## src/rtl/rsz_pkg.sv

```systemverilog
package rsz_pkg;

    // How far a shrink decision may cut
    typedef enum logic {
        SHRINK_STEP = 1'b0,
        SHRINK_SPAN = 1'b1
    } shrink_mode_e;

    // Events that may move the partition count on one edge
    typedef struct packed {
        logic grow;   // blocked sum passed threshold
        logic eval;   // averaging window closed
    } resize_evt_t;

    // Bits needed to hold values 0..n
    function automatic int unsigned span_bits(input int unsigned n);
        return (n < 2) ? 1 : $clog2(n + 1);
    endfunction

    function automatic bit is_pow2(input int unsigned n);
        return (n != 0) && ((n & (n - 1)) == 0);
    endfunction

endpackage

```

## src/rtl/rsz_sampler.sv

```systemverilog
module rsz_sampler
    import rsz_pkg::*;
#(
    parameter int SAMPLE_PERIOD = 256,
    parameter int AVG_LOG2      = 2,
    parameter int OCC_W         = 6
) (
    input  logic             clk,
    input  logic             rst,
    input  logic [OCC_W-1:0] occupancy,
    output logic             tick,
    output logic             avg_valid,
    output logic [OCC_W-1:0] avg_value
);
    localparam int TMR_W = (SAMPLE_PERIOD < 2) ? 1 : $clog2(SAMPLE_PERIOD);
    localparam int SMP_W = (AVG_LOG2 < 1) ? 1 : AVG_LOG2;
    localparam int ACC_W = OCC_W + SMP_W;
    localparam logic [TMR_W-1:0] TMR_LAST = TMR_W'(SAMPLE_PERIOD - 1);
    localparam logic [SMP_W-1:0] SMP_LAST = SMP_W'((1 << AVG_LOG2) - 1);

    logic [TMR_W-1:0] timer_q;
    logic [SMP_W-1:0] smp_q;
    logic [ACC_W-1:0] acc_q;
    logic [ACC_W-1:0] acc_sum;
    logic             window_end;

    assign tick       = (timer_q == TMR_LAST);
    assign window_end = (smp_q == SMP_LAST);
    assign acc_sum    = acc_q + ACC_W'(occupancy);
    assign avg_valid  = tick && window_end;
    assign avg_value  = OCC_W'(acc_sum >> AVG_LOG2);

    always_ff @(posedge clk) begin
        if (rst) begin
            timer_q <= '0;
        end else if (tick) begin
            timer_q <= '0;
        end else begin
            timer_q <= timer_q + TMR_W'(1);
        end
    end

    always_ff @(posedge clk) begin
        if (rst) begin
            smp_q <= '0;
            acc_q <= '0;
        end else if (tick) begin
            smp_q <= window_end ? '0 : smp_q + SMP_W'(1);
            acc_q <= window_end ? '0 : acc_sum;
        end
    end
endmodule

```

## src/rtl/rsz_stall_mon.sv

```systemverilog
module rsz_stall_mon
    import rsz_pkg::*;
#(
    parameter int BLK_W        = 3,
    parameter int SUM_W        = 12,
    parameter int BLOCK_THRESH = 32
) (
    input  logic             clk,
    input  logic             rst,
    input  logic             tick,
    input  logic [BLK_W-1:0] blocked,
    output logic             grow_req
);
    logic [SUM_W-1:0] sum_q;
    logic [SUM_W-1:0] sum_now;

    assign sum_now  = sum_q + SUM_W'(blocked);
    assign grow_req = (sum_now > SUM_W'(BLOCK_THRESH));

    always_ff @(posedge clk) begin
        if (rst) begin
            sum_q <= '0;
        end else if (grow_req || tick) begin
            sum_q <= '0;
        end else begin
            sum_q <= sum_now;
        end
    end
endmodule

```

## src/rtl/rsz_size_ctrl.sv

```systemverilog
module rsz_size_ctrl
    import rsz_pkg::*;
#(
    parameter int NUM_PARTS    = 4,
    parameter int PART_ENTRIES = 8,
    parameter int SIZE_W       = 6,
    parameter int CNT_W        = 3
) (
    input  logic              clk,
    input  logic              rst,
    input  resize_evt_t       evt,
    input  logic [SIZE_W-1:0] avg_value,
    input  shrink_mode_e      mode,
    output logic [CNT_W-1:0]  parts_q
);
    localparam logic [SIZE_W-1:0] PART_SZ = SIZE_W'(PART_ENTRIES);
    localparam logic [CNT_W-1:0]  FULL    = CNT_W'(NUM_PARTS);

    logic [SIZE_W-1:0] active;
    logic [SIZE_W-1:0] gap;
    logic [SIZE_W-1:0] drop_span;
    logic [SIZE_W-1:0] drop;
    logic [SIZE_W-1:0] room;
    logic [SIZE_W-1:0] take;
    logic              shrink;
    logic [CNT_W-1:0]  parts_d;

    assign active = SIZE_W'(parts_q) * PART_SZ;
    assign gap    = (active > avg_value) ? (active - avg_value) : '0;

    generate
        if (is_pow2(PART_ENTRIES)) begin : g_shift_div
            localparam int SHIFT = $clog2(PART_ENTRIES);
            assign drop_span = gap >> SHIFT;
        end else begin : g_true_div
            assign drop_span = gap / PART_SZ;
        end
    endgenerate

    assign shrink = evt.eval && (gap > PART_SZ);
    assign drop   = (mode == SHRINK_SPAN) ? drop_span : SIZE_W'(1);
    assign room   = SIZE_W'(parts_q) - SIZE_W'(1);
    assign take   = (drop > room) ? room : drop;

    always_comb begin
        parts_d = parts_q;
        if (evt.grow) begin
            if (parts_q < FULL) begin
                parts_d = parts_q + CNT_W'(1);
            end
        end else if (shrink) begin
            parts_d = parts_q - CNT_W'(take);
        end
    end

    always_ff @(posedge clk) begin
        if (rst) begin
            parts_q <= FULL;
        end else begin
            parts_q <= parts_d;
        end
    end
endmodule

```

## src/rtl/resize_ctrl.sv

```systemverilog
module resize_ctrl
    import rsz_pkg::*;
#(
    parameter int NUM_PARTS     = 4,
    parameter int PART_ENTRIES  = 8,
    parameter int SAMPLE_PERIOD = 256,
    parameter int AVG_LOG2      = 2,
    parameter int BLK_W         = 3,
    parameter int BLOCK_THRESH  = 32
) (
    input  logic                                          clk,
    input  logic                                          rst,
    input  logic [$clog2(NUM_PARTS*PART_ENTRIES+1)-1:0]   occupancy,
    input  logic [BLK_W-1:0]                              blocked,
    input  logic                                          aggr_mode,
    output logic [NUM_PARTS-1:0]                          part_en,
    output logic [$clog2(NUM_PARTS*PART_ENTRIES+1)-1:0]   active_size
);
    localparam int TOTAL  = NUM_PARTS * PART_ENTRIES;
    localparam int SIZE_W = $clog2(TOTAL + 1);
    localparam int CNT_W  = span_bits(NUM_PARTS);
    localparam int SUM_W  = $clog2(SAMPLE_PERIOD + 1) + BLK_W + 1;

    logic              tick;
    logic              avg_valid;
    logic [SIZE_W-1:0] avg_value;
    logic              grow_req;
    logic [CNT_W-1:0]  parts_q;
    resize_evt_t       evt;
    shrink_mode_e      mode;

    assign mode     = shrink_mode_e'(aggr_mode);
    assign evt.grow = grow_req;
    assign evt.eval = avg_valid;

    rsz_sampler #(
        .SAMPLE_PERIOD(SAMPLE_PERIOD),
        .AVG_LOG2     (AVG_LOG2),
        .OCC_W        (SIZE_W)
    ) u_sampler (
        .clk      (clk),
        .rst      (rst),
        .occupancy(occupancy),
        .tick     (tick),
        .avg_valid(avg_valid),
        .avg_value(avg_value)
    );

    rsz_stall_mon #(
        .BLK_W       (BLK_W),
        .SUM_W       (SUM_W),
        .BLOCK_THRESH(BLOCK_THRESH)
    ) u_stall (
        .clk     (clk),
        .rst     (rst),
        .tick    (tick),
        .blocked (blocked),
        .grow_req(grow_req)
    );

    rsz_size_ctrl #(
        .NUM_PARTS   (NUM_PARTS),
        .PART_ENTRIES(PART_ENTRIES),
        .SIZE_W      (SIZE_W),
        .CNT_W       (CNT_W)
    ) u_size (
        .clk      (clk),
        .rst      (rst),
        .evt      (evt),
        .avg_value(avg_value),
        .mode     (mode),
        .parts_q  (parts_q)
    );

    // Fill from the low end: partition i is on while i is below the count
    generate
        for (genvar gi = 0; gi < NUM_PARTS; gi++) begin : g_mask
            assign part_en[gi] = (parts_q > CNT_W'(gi));
        end
    endgenerate

    assign active_size = SIZE_W'(parts_q) * SIZE_W'(PART_ENTRIES);
endmodule

```

## config.mk

```make
export PLATFORM = sky130hd
export DESIGN_NAME = resize_ctrl
export DESIGN_NICKNAME = d
export VERILOG_FILES = /design/src/rtl/rsz_pkg.sv /design/src/rtl/rsz_sampler.sv /design/src/rtl/rsz_stall_mon.sv /design/src/rtl/rsz_size_ctrl.sv /design/src/rtl/resize_ctrl.sv
export SDC_FILE = /design/constraint.sdc
export NUM_CORES = 1
export LEC_CHECK = 0
export BUFFER_PORTS_ARGS = -buffer_cell sky130_fd_sc_hd__buf_2
export CORE_ASPECT_RATIO = 0.8
export CORE_MARGIN = 2
export CORE_UTILIZATION = 45
export CTS_BUF_LIST = sky130_fd_sc_hd__clkbuf_8
export CTS_CLUSTER_SIZE = 30
export DETAILED_ROUTE_END_ITERATION = 10
export PLACE_DENSITY = 0.62
export SLEW_MARGIN = 30
export SYNTH_ARGS = -nofsm -noshare
export SYNTH_HDL_FRONTEND = slang
export SYNTH_SLANG_ARGS = --single-unit
```

## constraint.sdc

```tcl
create_clock -name clk -period 12 [get_ports clk]
set_clock_uncertainty 0.1 [all_clocks]
set_input_delay 2.4 -clock clk [delete_from_list [all_inputs] [get_ports clk]]
set_output_delay 2.4 -clock clk [all_outputs]
set_load 0.05 [all_outputs]
```

Yosys cells after proc, flatten, opt, wreduce, memory -nomap -nowiden
Index checks and enable logic that the tools add are counted.

cells by class
  $add $sub $neg = 8
  magnitude comparators = 9
  equal/unequal tests = 3
  multiplexer cells = 8
  reduce and logical (&&, ||, !) cells = 7

operator list
  cell                   number
  $mux W3                5
  $add A13 B3 Y13        1
  $gt A13 B6 Y1 const B  1
  $add A8 B1 Y8 const B  1
  $add A8 B6 Y8          1
  $eq A8 B8 Y1 const B   1
  $mux W8                1
  $gt A3 B1 Y1 const B   2
  $gt A3 B2 Y1 const B   2
  $gt A3 B6 Y1           1
  $gt A6 B4 Y1 const B   1
  $gt A6 B6 Y1           1
  $mux W6                1
  $sub A6 B6 Y6          1
  $reduce_or A2 Y1       2
  $sub A3 B1 Y4 const B  1
  $add A3 B1 Y3 const B  1
  $lt A3 B3 Y1 const B   1
  $sub A3 B3 Y3          1
  $add A2 B1 Y2 const B  1
  $eq A2 B2 Y1 const B   1
  $logic_and A1 B1 Y1    2
  $mux W2                1
  $ne A2 B1 Y1 const B   1
  3 further kinds        3

storage, ports and cells
  bits in registers = 34
  input bits = 12
  word-level logic and storage cells = 40

Logic depth before layout (Yosys ltp)
Gate-level depths: netlist (run 1).

  word-level depth = 9
  gate-level depth with buffers = 30
  mapped depth without buffers = 29

By module
Synthesis (run 1) repeated with hierarchy kept, for this count alone.

second synthesis, totals
  cells, all modules = 292
  area total of the unflattened synthesis = 2538.7 um2

by module, submodules not included
  module         times used  cells an instance  area an instance (um2)
  rsz_sampler    1           119                1054.8
  rsz_stall_mon  1           75                 725.7
  rsz_size_ctrl  1           90                 706.9
  resize_ctrl    1           8                  51.3

Worst setup path after synthesis (run 1)
OpenSTA, ideal clock, no wires.

  path kind = input to register
  start = input port occupancy[1]
  end = register u_size.parts_q[2]
  data arrival time = 7712 ps
  data required time = 11784 ps
  path slack = 4072 ps
  stages on the path = 29
  path buffers = 1
  cells stage by stage = ha_1 a21o_1 a21oi_2 nor2b_1 o21ai_0 nand2_1 xnor2_1 ha_1 clkbuf_1 nand3_1 a211oi_1 a211oi_1 maj3_2 a22oi_2 nand2b_1 nor2_1 ha_1 nor2b_1 o21a_1 o221ai_1 o21ai_0 nand2_1 ha_1 inv_1 fa_1 nor2_1 nand4_1 mux2_1 a31o_1

on the way
  word-level cells in the longest chain between the ends = 9

RTL lines
  element                                               RTL line             RTL
  start: declaration                                    resize_ctrl.sv:13    input logic [$clog2(NUM_PARTS*PART_ENTRIES+1)-1:0] occupancy,
  $add A8 B6 Y8 *                                       rsz_sampler.sv:29    assign acc_sum = acc_q + ACC_W'(occupancy);
  $sub A6 B6 Y6 / $gt A6 B6 Y1 (equally long branches)  rsz_size_ctrl.sv:29  assign gap = (active > avg_value) ? (active - avg_value) : '0;
  $mux W6 *                                             rsz_size_ctrl.sv:29
  $mux W3                                               rsz_size_ctrl.sv:41  assign drop = (mode == SHRINK_SPAN) ? drop_span : SIZE_W'(1);
  $gt A3 B6 Y1                                          rsz_size_ctrl.sv:43  assign take = (drop > room) ? room : drop;
  $mux W3                                               rsz_size_ctrl.sv:43
  $sub A3 B3 Y3                                         rsz_size_ctrl.sv:52  parts_d = parts_q - CNT_W'(take);
  $mux W3                                               rsz_size_ctrl.sv:51  end else if (shrink) begin
  $mux W3                                               rsz_size_ctrl.sv:47  if (evt.grow) begin
  end signal: assignment                                rsz_size_ctrl.sv:60  parts_q <= parts_d;
  end: declaration                                      rsz_size_ctrl.sv:14  output logic [CNT_W-1:0] parts_q

Mark *: on every way between the ends. The rest lies on a longest branch, timed or not. The select of a mux whose other input is x is not followed.
A chain may end at the register's enable or synchronous reset.

Final worst setup path (run 1)
Ends and elaborated chain as after synthesis.

==> results.yml, run 1 <==
status:
  status: "completed"
clock_network:
  postCtsSetupRepairBufs: 0
  clk_pin_slew_worst_paths_ns: 0.08
  clock_latency_ns: 0.29
  cts_tree: "built"
  cts_buffers: 5
  hold_buffers: 0
  htree_levels: 2
  cts_root_buf: "clkbuf_8"
  cts_sinks: 34
  cts-resized-gates: 0
  cts_buffer_depth: 2
placement:
  place.detailed.hpwl_mm: 3.54
  dp.cells: 374
  place_area_sq_um: 2620
  pre_cts_ws_ns: 3.61
  placement.io_buffers: 18
  gp_congestion: 0.835
synth:
  netlist_area_sq_um: 2470
  yosysWarnings: 0
  synthArstFlopShare: 0
  syn-instance-count: 293
  synth_edf_count: 0
  avgSynthCellArea_sq_um: 8.43
  yosysSeqAreaShare: 0.275
  synth-main-ff-cell: "dfxtp_1"
  synth-seq-cells: 34
  ys_types: 67
grt:
  grt_pass1_vias: 1825
  grt_max_degree: 23
  track_usage: 0.167
  grt_pass1_wl_mm: 8.32
  overflow: 0
  antenna_found_initial: 0
worst_setup_path:
  cp_common_cell: "ha_1"
  max_stage_delay_ns: 0.49
  worst_ep_required_time_ns: 12.09
  critPathMaxFanout: 8
  worstPathArrival_ns: 8.21
  path_class: "primary input to flop"
  cp_slowest_cell: "o221ai_1"
  critPathCaptureType: "flop"
  startpoint_type: "primary input"
floorplan:
  dieArea_sq_um: 6100
  die_w_microns: 86.9
  ios: 22
  die_y_microns: 70.3
  rows: 24
  core_sq_um: 5380
  start_util: 0.460
timing:
  tns_ns: 0
  maxSlewHeadroom: 0.458
  period_share: 0.677
  period_needed_ns: 8.13
  rsz0062_at_grt: "no"
  setup_viol: 0
  hold_violations: 0
  setup_slack_ns: 3.87
  clock.fmax_mhz: 123
  worst_slew_pin_slew_ns: 0.811
  drv_slew: 0
routing:
  drtIter0Drc: 67
  first_pass_iters: 4
  avgViaCountPerCell: 5.34
  postRouteWirelength_mm: 4.70
  drc: 0
  wire_per_inst_microns: 12.3
  num_vias: 2038
  ant_nets: 0
power:
  peakVddDrop_mv: 0.0565
  clockPowerShare: 0.472
  seqPwrFrac: 0.441
  p_comb_frac: 0.086
  power.switching_uw: 57.5
  power.internal_uw: 208
  leakagePower_nw: 1.15
  swShare: 0.217
  powerDensity_nw_per_um2: 96.0
finish:
  num-nets-final: 353
  final_common_cell: "nor2_1"
  final_cell_mix: "37 x nor2_1, 34 x dfxtp_1, 22 x inv_1, 22 x ha_1, 20 x nand2_1"
  layout.cells.non_filler: 382
  area_growth_pct: 11.7
  drive_above_1_share: 0.136
  design_area_sq_um: 2760
  antennaDiodeCount: 0
flow_run:
  cap_violations: 0
hold_path:
  hp-class: "flop to flop"
stage by stage:
stage | power (mW) | utilization | hold slack [ns]
global placement | 0.142 | 0.488 | 0.343
CTS | 0.269 | 0.514 | 0.366
detailed placement | 0.142 | 0.488 | 0.348
floorplan | 0.138 | - | 0.326
global route | 0.277 | 0.514 | 0.391
finish | 0.265 | 0.514 | 0.356
cell families after synthesis:
group	share of synthesized area
buffers and inverters	0.0552
AO/OA/AOI/OAI	0.211
adder cells (fa/ha/maj)	0.140
AND/OR/NAND/NOR	0.224
flip-flops	0.275
other	0.00152
XOR/XNOR	0.0759
multiplexers	0.0167
synthesized netlist by cell type, types with 5 or more instances:
cell      number  area [sq um]
nor2_1        37           139
dfxtp_1       34           681
ha_1          22           275
inv_1         22          82.6
nand2_1       20          75.1
a21oi_1       13          65.1
xnor2_1       12           105
nand3_1       10          50.1
nor3_1        10          50.1
o21ai_0        8          40.0
clkbuf_1       7          26.3
and3_1         5          31.3
xor2_1         5          43.8
path summary, 6_finish.rpt:
check	startpoint	end	slack (ns)	cells after the start
max	occupancy[1]	u_size.parts_q[2]	3.87	29
min	u_sampler.timer_q[0]	u_sampler.timer_q[0]	0.36	1
max reg2reg	u_sampler.acc_q[1]	u_size.parts_q[2]	5.77	28
min reg2reg	u_sampler.timer_q[0]	u_sampler.timer_q[0]	0.36	1
flip-flops by register name, summed over array words and instances, names as in the netlist:
name and count:
u_stall.sum_q 13, u_sampler.acc_q 8, u_sampler.timer_q 8, u_size.parts_q 3, u_sampler.smp_q 2
worst max-delay path, delay by kind of cell:
family,cells,cell delay (ns)
XOR/XNOR,1,0.15
AO/OA/AOI/OAI,10,2.36
buffers and inverters,2,0.15
AND/OR/NAND/NOR,9,0.92
multiplexers,1,0.32
adder cells (fa/ha/maj),6,1.90
layer usage:
layer	wire length (microns)	GRT usage	vias to the layer above
met5	0	0	-
met4	15	0.0313	0
met3	161	0.0402	2
met2	1900	0.241	34
met1	2620	0.253	922
li1	-	-	1080
cell type report:
cell class                      count  area (sq um)
Fill cell                         520          2620
Clock buffer                        5          68.8
Multi-Input combinational cell    235          1690
Inverter                           22          82.6
Tap cell                           65          81.3
Sequential cell                    34           681
Clock inverter                      3          68.8
Timing Repair Buffer               18          90.1
power by group through the flow:
stage                     logic [mW]  registers [mW]  clock network, mW
after floorplan               0.0189           0.119                  0
after global placement        0.0225           0.119                  0
after detailed placement      0.0229           0.120                  0
after CTS                     0.0230           0.117              0.129
after global routing          0.0260           0.117              0.134
final                         0.0229           0.117              0.125
(Power assumes the default switching activity.)
==> inputs of run 2 (changes only) <==
- clock period: 12 -> 7.7 ns (I/O delays scaled with it)
==> run 2 against run 1 <==
  * Worst setup slack lost 3.2 ns
  * Power rose by 32%
  * Routed wire length is 3.4% lower
==> results.yml, run 2 (same netlist as run 1, synthesis figures left out) <==
routing:
  met1_length_mm: 2.47
  top_layer_used: "met4"
  first_pass_iters: 4
  postRouteWirelength_mm: 4.54
  drtIter0Drc: 69
  avgViaCountPerCell: 5.27
  dr_wl_met2_mm: 1.77
  drc: 0
  route.met3.wl_microns: 255
  num_vias: 2024
  wire_per_inst_microns: 11.8
  ant_nets: 0
timing:
  setup_viol: 0
  maxSlewHeadroom: 0.461
  setup_slack_ns: 0.626
  period_needed_ns: 7.07
  period_share: 0.919
  drv_slew: 0
  tns_ns: 0
  clock.fmax_mhz: 141
  holdWs_ns: 0.363
  hold_violations: 0
  worst_slew_pin_slew_ns: 0.806
  rsz0062_at_grt: "no"
placement:
  place_area_sq_um: 2640
  pre_cts_ws_ns: 0.335
  placement.io_buffers: 18
  place.detailed.hpwl_mm: 3.53
  dp.cells: 376
  gp_congestion: 0.852
worst_setup_path:
  worstPathArrival_ns: 7.15
  r2r-start: "u_sampler.acc_q[1]"
  max_stage_delay_ns: 0.43
  worst-path-buf-inv: 3
  worst_ep_required_time_ns: 7.78
  crit_start: "occupancy[1]"
  cp_slowest_cell: "ha_1"
  critPathTopFamily: "compound AO/OA/AOI/OAI gates"
  path_class: "primary input to flop"
  critPathMaxFanout: 8
  cp_common_cell: "ha_1"
  startpoint_type: "primary input"
  critPathCaptureType: "flop"
floorplan:
  die_w_microns: 86.9
  core_sq_um: 5380
  start_util: 0.460
  die_y_microns: 70.3
  dieArea_sq_um: 6100
  ios: 22
  rows: 24
power:
  p_comb_frac: 0.106
  powerDensity_nw_per_um2: 128
  power.switching_uw: 90.4
  power.internal_uw: 258
  clockPowerShare: 0.371
  leakagePower_nw: 1.13
  seqPwrFrac: 0.523
  peakVddDrop_mv: 0.106
  finalPower_uw: 349
  swShare: 0.259
clock_network:
  clk_pin_slew_worst_paths_ns: 0.07
  cts_tree: "built"
  hold_buffers: 0
  cts_root_buf: "clkbuf_8"
  htree_levels: 2
  cts-resized-gates: 0
  postCtsSetupRepairBufs: 0
  cts_buffer_depth: 2
  cts_buffers: 5
  cts_sinks: 34
  clock_latency_ns: 0.29
finish:
  area_growth_pct: 10.4
  largestRegisters: "u_stall.sum_q: 13 flops, u_sampler.acc_q: 8 flops, u_sampler.timer_q: 8 flops"
  drive_above_1_share: 0.141
  final_cell_mix: "37 x nor2_1, 34 x dfxtp_1, 22 x inv_1, 22 x ha_1, 20 x nand2_1"
  largest_reg_flops: 13
  regMostFlops: "u_stall.sum_q"
  design_area_sq_um: 2730
  final_common_cell: "nor2_1"
  layout.cells.non_filler: 384
  utilization: 0.507
  num-nets-final: 355
  antennaDiodeCount: 0
  fillers: 521
hold_path:
  hp-class: "flop to flop"
  hold_path.startpoint: "u_sampler.timer_q[0]"
grt:
  grt_pass1_wl_mm: 7.92
  antenna_found_initial: 0
  track_usage: 0.161
  grt_pass1_vias: 1738
  grt_max_degree: 23
  overflow: 0
flow_run:
  cap_violations: 0
status:
  status: "completed"
-- run 2: cell count changes in the layout (fill, tap and decap cells not counted), sizes merged --
cell and delta:
buf +2, clkinvlp +1, bufinv -2, clkinv +1
-- run 2: cell type report --
cell class	instances	area (sq um)	share of cell area
Clock buffer	5	68.8	0.0252
Clock inverter	3	21.3	0.00780
Inverter	22	82.6	0.0303
Multi-Input combinational cell	235	1690	0.619
Sequential cell	34	681	0.250
Tap cell	65	81.3	0.0298
Timing Repair Buffer	20	105	0.0385
-- run 2: path summary, 6_finish.rpt --
check | endpoint | slack, ns | depth (start not counted)
setup reg to reg | u_size.parts_q[2] | 1.65 | 29
setup / recovery | u_size.parts_q[2] | 0.63 | 30
hold / removal | u_sampler.timer_q[0] | 0.36 | 1
hold reg to reg | u_sampler.timer_q[0] | 0.36 | 1
-- run 2: worst register-to-register path: cells and delay by family, from the launching register on --
kind,cells,cell delay (ns)
and+or+nand+nor,9,0.93
xor gates and xnor gates,1,0.16
muxes,1,0.31
adders and majority gates,6,1.88
buffers and inverters,2,0.22
DFF,1,0.37
AOI/OAI and AO/OA,10,1.98
-- run 2: power by group through the flow --
stage / Clock (mW) / Sequential [mW] / Combinational (mW)
after floorplan: 0 / 0.186 / 0.0294
after global placement: 0 / 0.186 / 0.0363
after detailed placement: 0 / 0.186 / 0.0368
after CTS: 0.136 / 0.182 / 0.0369
after global routing: 0.145 / 0.183 / 0.0415
final: 0.129 / 0.182 / 0.0370
-- run 2: metal layers --
metal	vias to the layer above	GRT usage
met5	-	0
met4	0	0.0469
met3	5	0.0496
met2	48	0.219
met1	893	0.242
li1	1078	-
==> inputs of run 3 (changes only) <==
- MAX_ROUTING_LAYER: unset -> met4
==> run 3 against run 2 <==
  * Die area unchanged
  * Combinational power about the same
  * Sequential power about the same
  * Worst setup slack improved by 0.0043 ns
  * Fmax about the same
  * Final area unchanged
  * Routed wire length about the same
  * Power about the same
  * Critical path type unchanged
  * Largest cell class unchanged
  * Highest routed layer unchanged
==> results.yml, run 3 (same netlist as run 1, synthesis figures left out) <==
status:
  status: "completed"
power:
  finalPower_uw: 348
  peakVddDrop_mv: 0.106
  leakagePower_nw: 1.13
  powerDensity_nw_per_um2: 128
timing:
  tns_ns: 0
  period_share: 0.918
  setup_slack_ns: 0.630
  setup_viol: 0
  maxSlewHeadroom: 0.457
  clock.fmax_mhz: 141
  worst_slew_pin_slew_ns: 0.813
  hold_violations: 0
  period_needed_ns: 7.07
  holdWs_ns: 0.363
  rsz0062_at_grt: "no"
  drv_slew: 0
floorplan:
  rows: 24
  dieArea_sq_um: 6100
  ios: 22
  die_y_microns: 70.3
  start_util: 0.460
  core_sq_um: 5380
  die_w_microns: 86.9
routing:
  postRouteWirelength_mm: 4.55
  ant_nets: 0
  met1_length_mm: 2.49
  route.met3.wl_microns: 243
  top_layer_used: "met4"
  num_vias: 2022
  drtIter0Drc: 76
  wire_per_inst_microns: 11.8
  avgViaCountPerCell: 5.27
  first_pass_iters: 4
  drc: 0
  dr_wl_met2_mm: 1.77
finish:
  regMostFlops: "u_stall.sum_q"
  final_common_cell: "nor2_1"
  antennaDiodeCount: 0
  largestRegisters: "u_stall.sum_q: 13 flops, u_sampler.acc_q: 8 flops, u_sampler.timer_q: 8 flops"
  layout.cells.non_filler: 384
  largest_reg_flops: 13
  area_growth_pct: 10.4
  drive_above_1_share: 0.141
  num-nets-final: 355
  final_cell_mix: "37 x nor2_1, 34 x dfxtp_1, 22 x inv_1, 22 x ha_1, 20 x nand2_1"
worst_setup_path:
  r2r_slack_ns: 1.65
  r2r-start: "u_sampler.acc_q[1]"
  startpoint_type: "primary input"
  worstPathArrival_ns: 7.15
  critPathCapture: "u_size.parts_q[2]"
  path_class: "primary input to flop"
  crit_start: "occupancy[1]"
  worst_ep_required_time_ns: 7.78
  cp_slowest_cell: "ha_1"
  rr_worst_depth: 29
  r2r_end: "u_size.parts_q[2]"
  critPathMaxFanout: 8
  max_stage_delay_ns: 0.43
  critPathCaptureType: "flop"
  cp_common_cell: "ha_1"
grt:
  overflow: 0
  antenna_found_initial: 0
  grt_pass1_wl_mm: 7.93
  grt_pass1_vias: 1735
  track_usage: 0.166
  grt_max_degree: 23
clock_network:
  cts-resized-gates: 0
  clock_latency_ns: 0.29
  postCtsSetupRepairBufs: 0
  htree_levels: 2
  cts_buffer_depth: 2
  cts_buffers: 5
  hold_buffers: 0
  cts_sinks: 34
  cts_root_buf: "clkbuf_8"
  cts_tree: "built"
  clk_pin_slew_worst_paths_ns: 0.07
flow_run:
  cap_violations: 0
placement:
  place.detailed.hpwl_mm: 3.53
  pre_cts_ws_ns: 0.335
  dp.cells: 376
  placement.io_buffers: 18
  gp_congestion: 0.866
hold_path:
  hp-class: "flop to flop"
run 3: final cells by class:
class,count,area [sq um]
well taps,65,81.3
clock buffers,5,68.8
fillers,521,2650
inverters,22,82.6
flip-flops and latches,34,681
repair buffers,20,105
multi-input cells,235,1690
clock inverters,3,21.3
run 3: power breakdown:
group,switching [mW],leakage (nW),internal (mW)
logic,0.0214,0.812,0.0156
clock network,0.0657,0.0441,0.0634
registers,0.00313,0.277,0.179
total,0.0902,1.13,0.258
run 3: critical path, delay by kind of cell:
family,cells,cell delay (ns)
simple gates,9,0.92
buf+inv,3,0.33
compound gates,10,1.98
xor+xnor,1,0.15
mux,1,0.31
fa+ha+maj,6,1.91
run 3: metrics by stage:
stage | instance area (sq um) | utilization
finish | 2730 | 0.507
global route | 2730 | 0.507
CTS | 2730 | 0.507
detailed placement | 2640 | 0.491
global placement | 2640 | 0.491
floorplan | 2500 | -
run 3: worst min-delay path by stage:
| stage | start | cells after the start | end |
|---|---|---|---|
| 2_1_floorplan | u_sampler.timer_q[0] | 1 | u_sampler.timer_q[0] |
| 3_3_place_gp | u_sampler.timer_q[0] | 1 | u_sampler.timer_q[0] |
| 3_5_place_dp | u_sampler.timer_q[0] | 1 | u_sampler.timer_q[0] |
| 4_1_cts | u_sampler.timer_q[0] | 1 | u_sampler.timer_q[0] |
| 5_1_grt | u_sampler.acc_q[4] | 2 | u_sampler.acc_q[4] |
| 6_report | u_sampler.timer_q[0] | 1 | u_sampler.timer_q[0] |
run 3: per-layer routing:
| layer | vias to the layer above | track usage |
|---|---|---|
| li1 | 1078 | - |
| met1 | 900 | 0.243 |
| met2 | 39 | 0.219 |
| met3 | 5 | 0.0496 |
| met4 | 0 | 0.0469 |
| met5 | - | - |
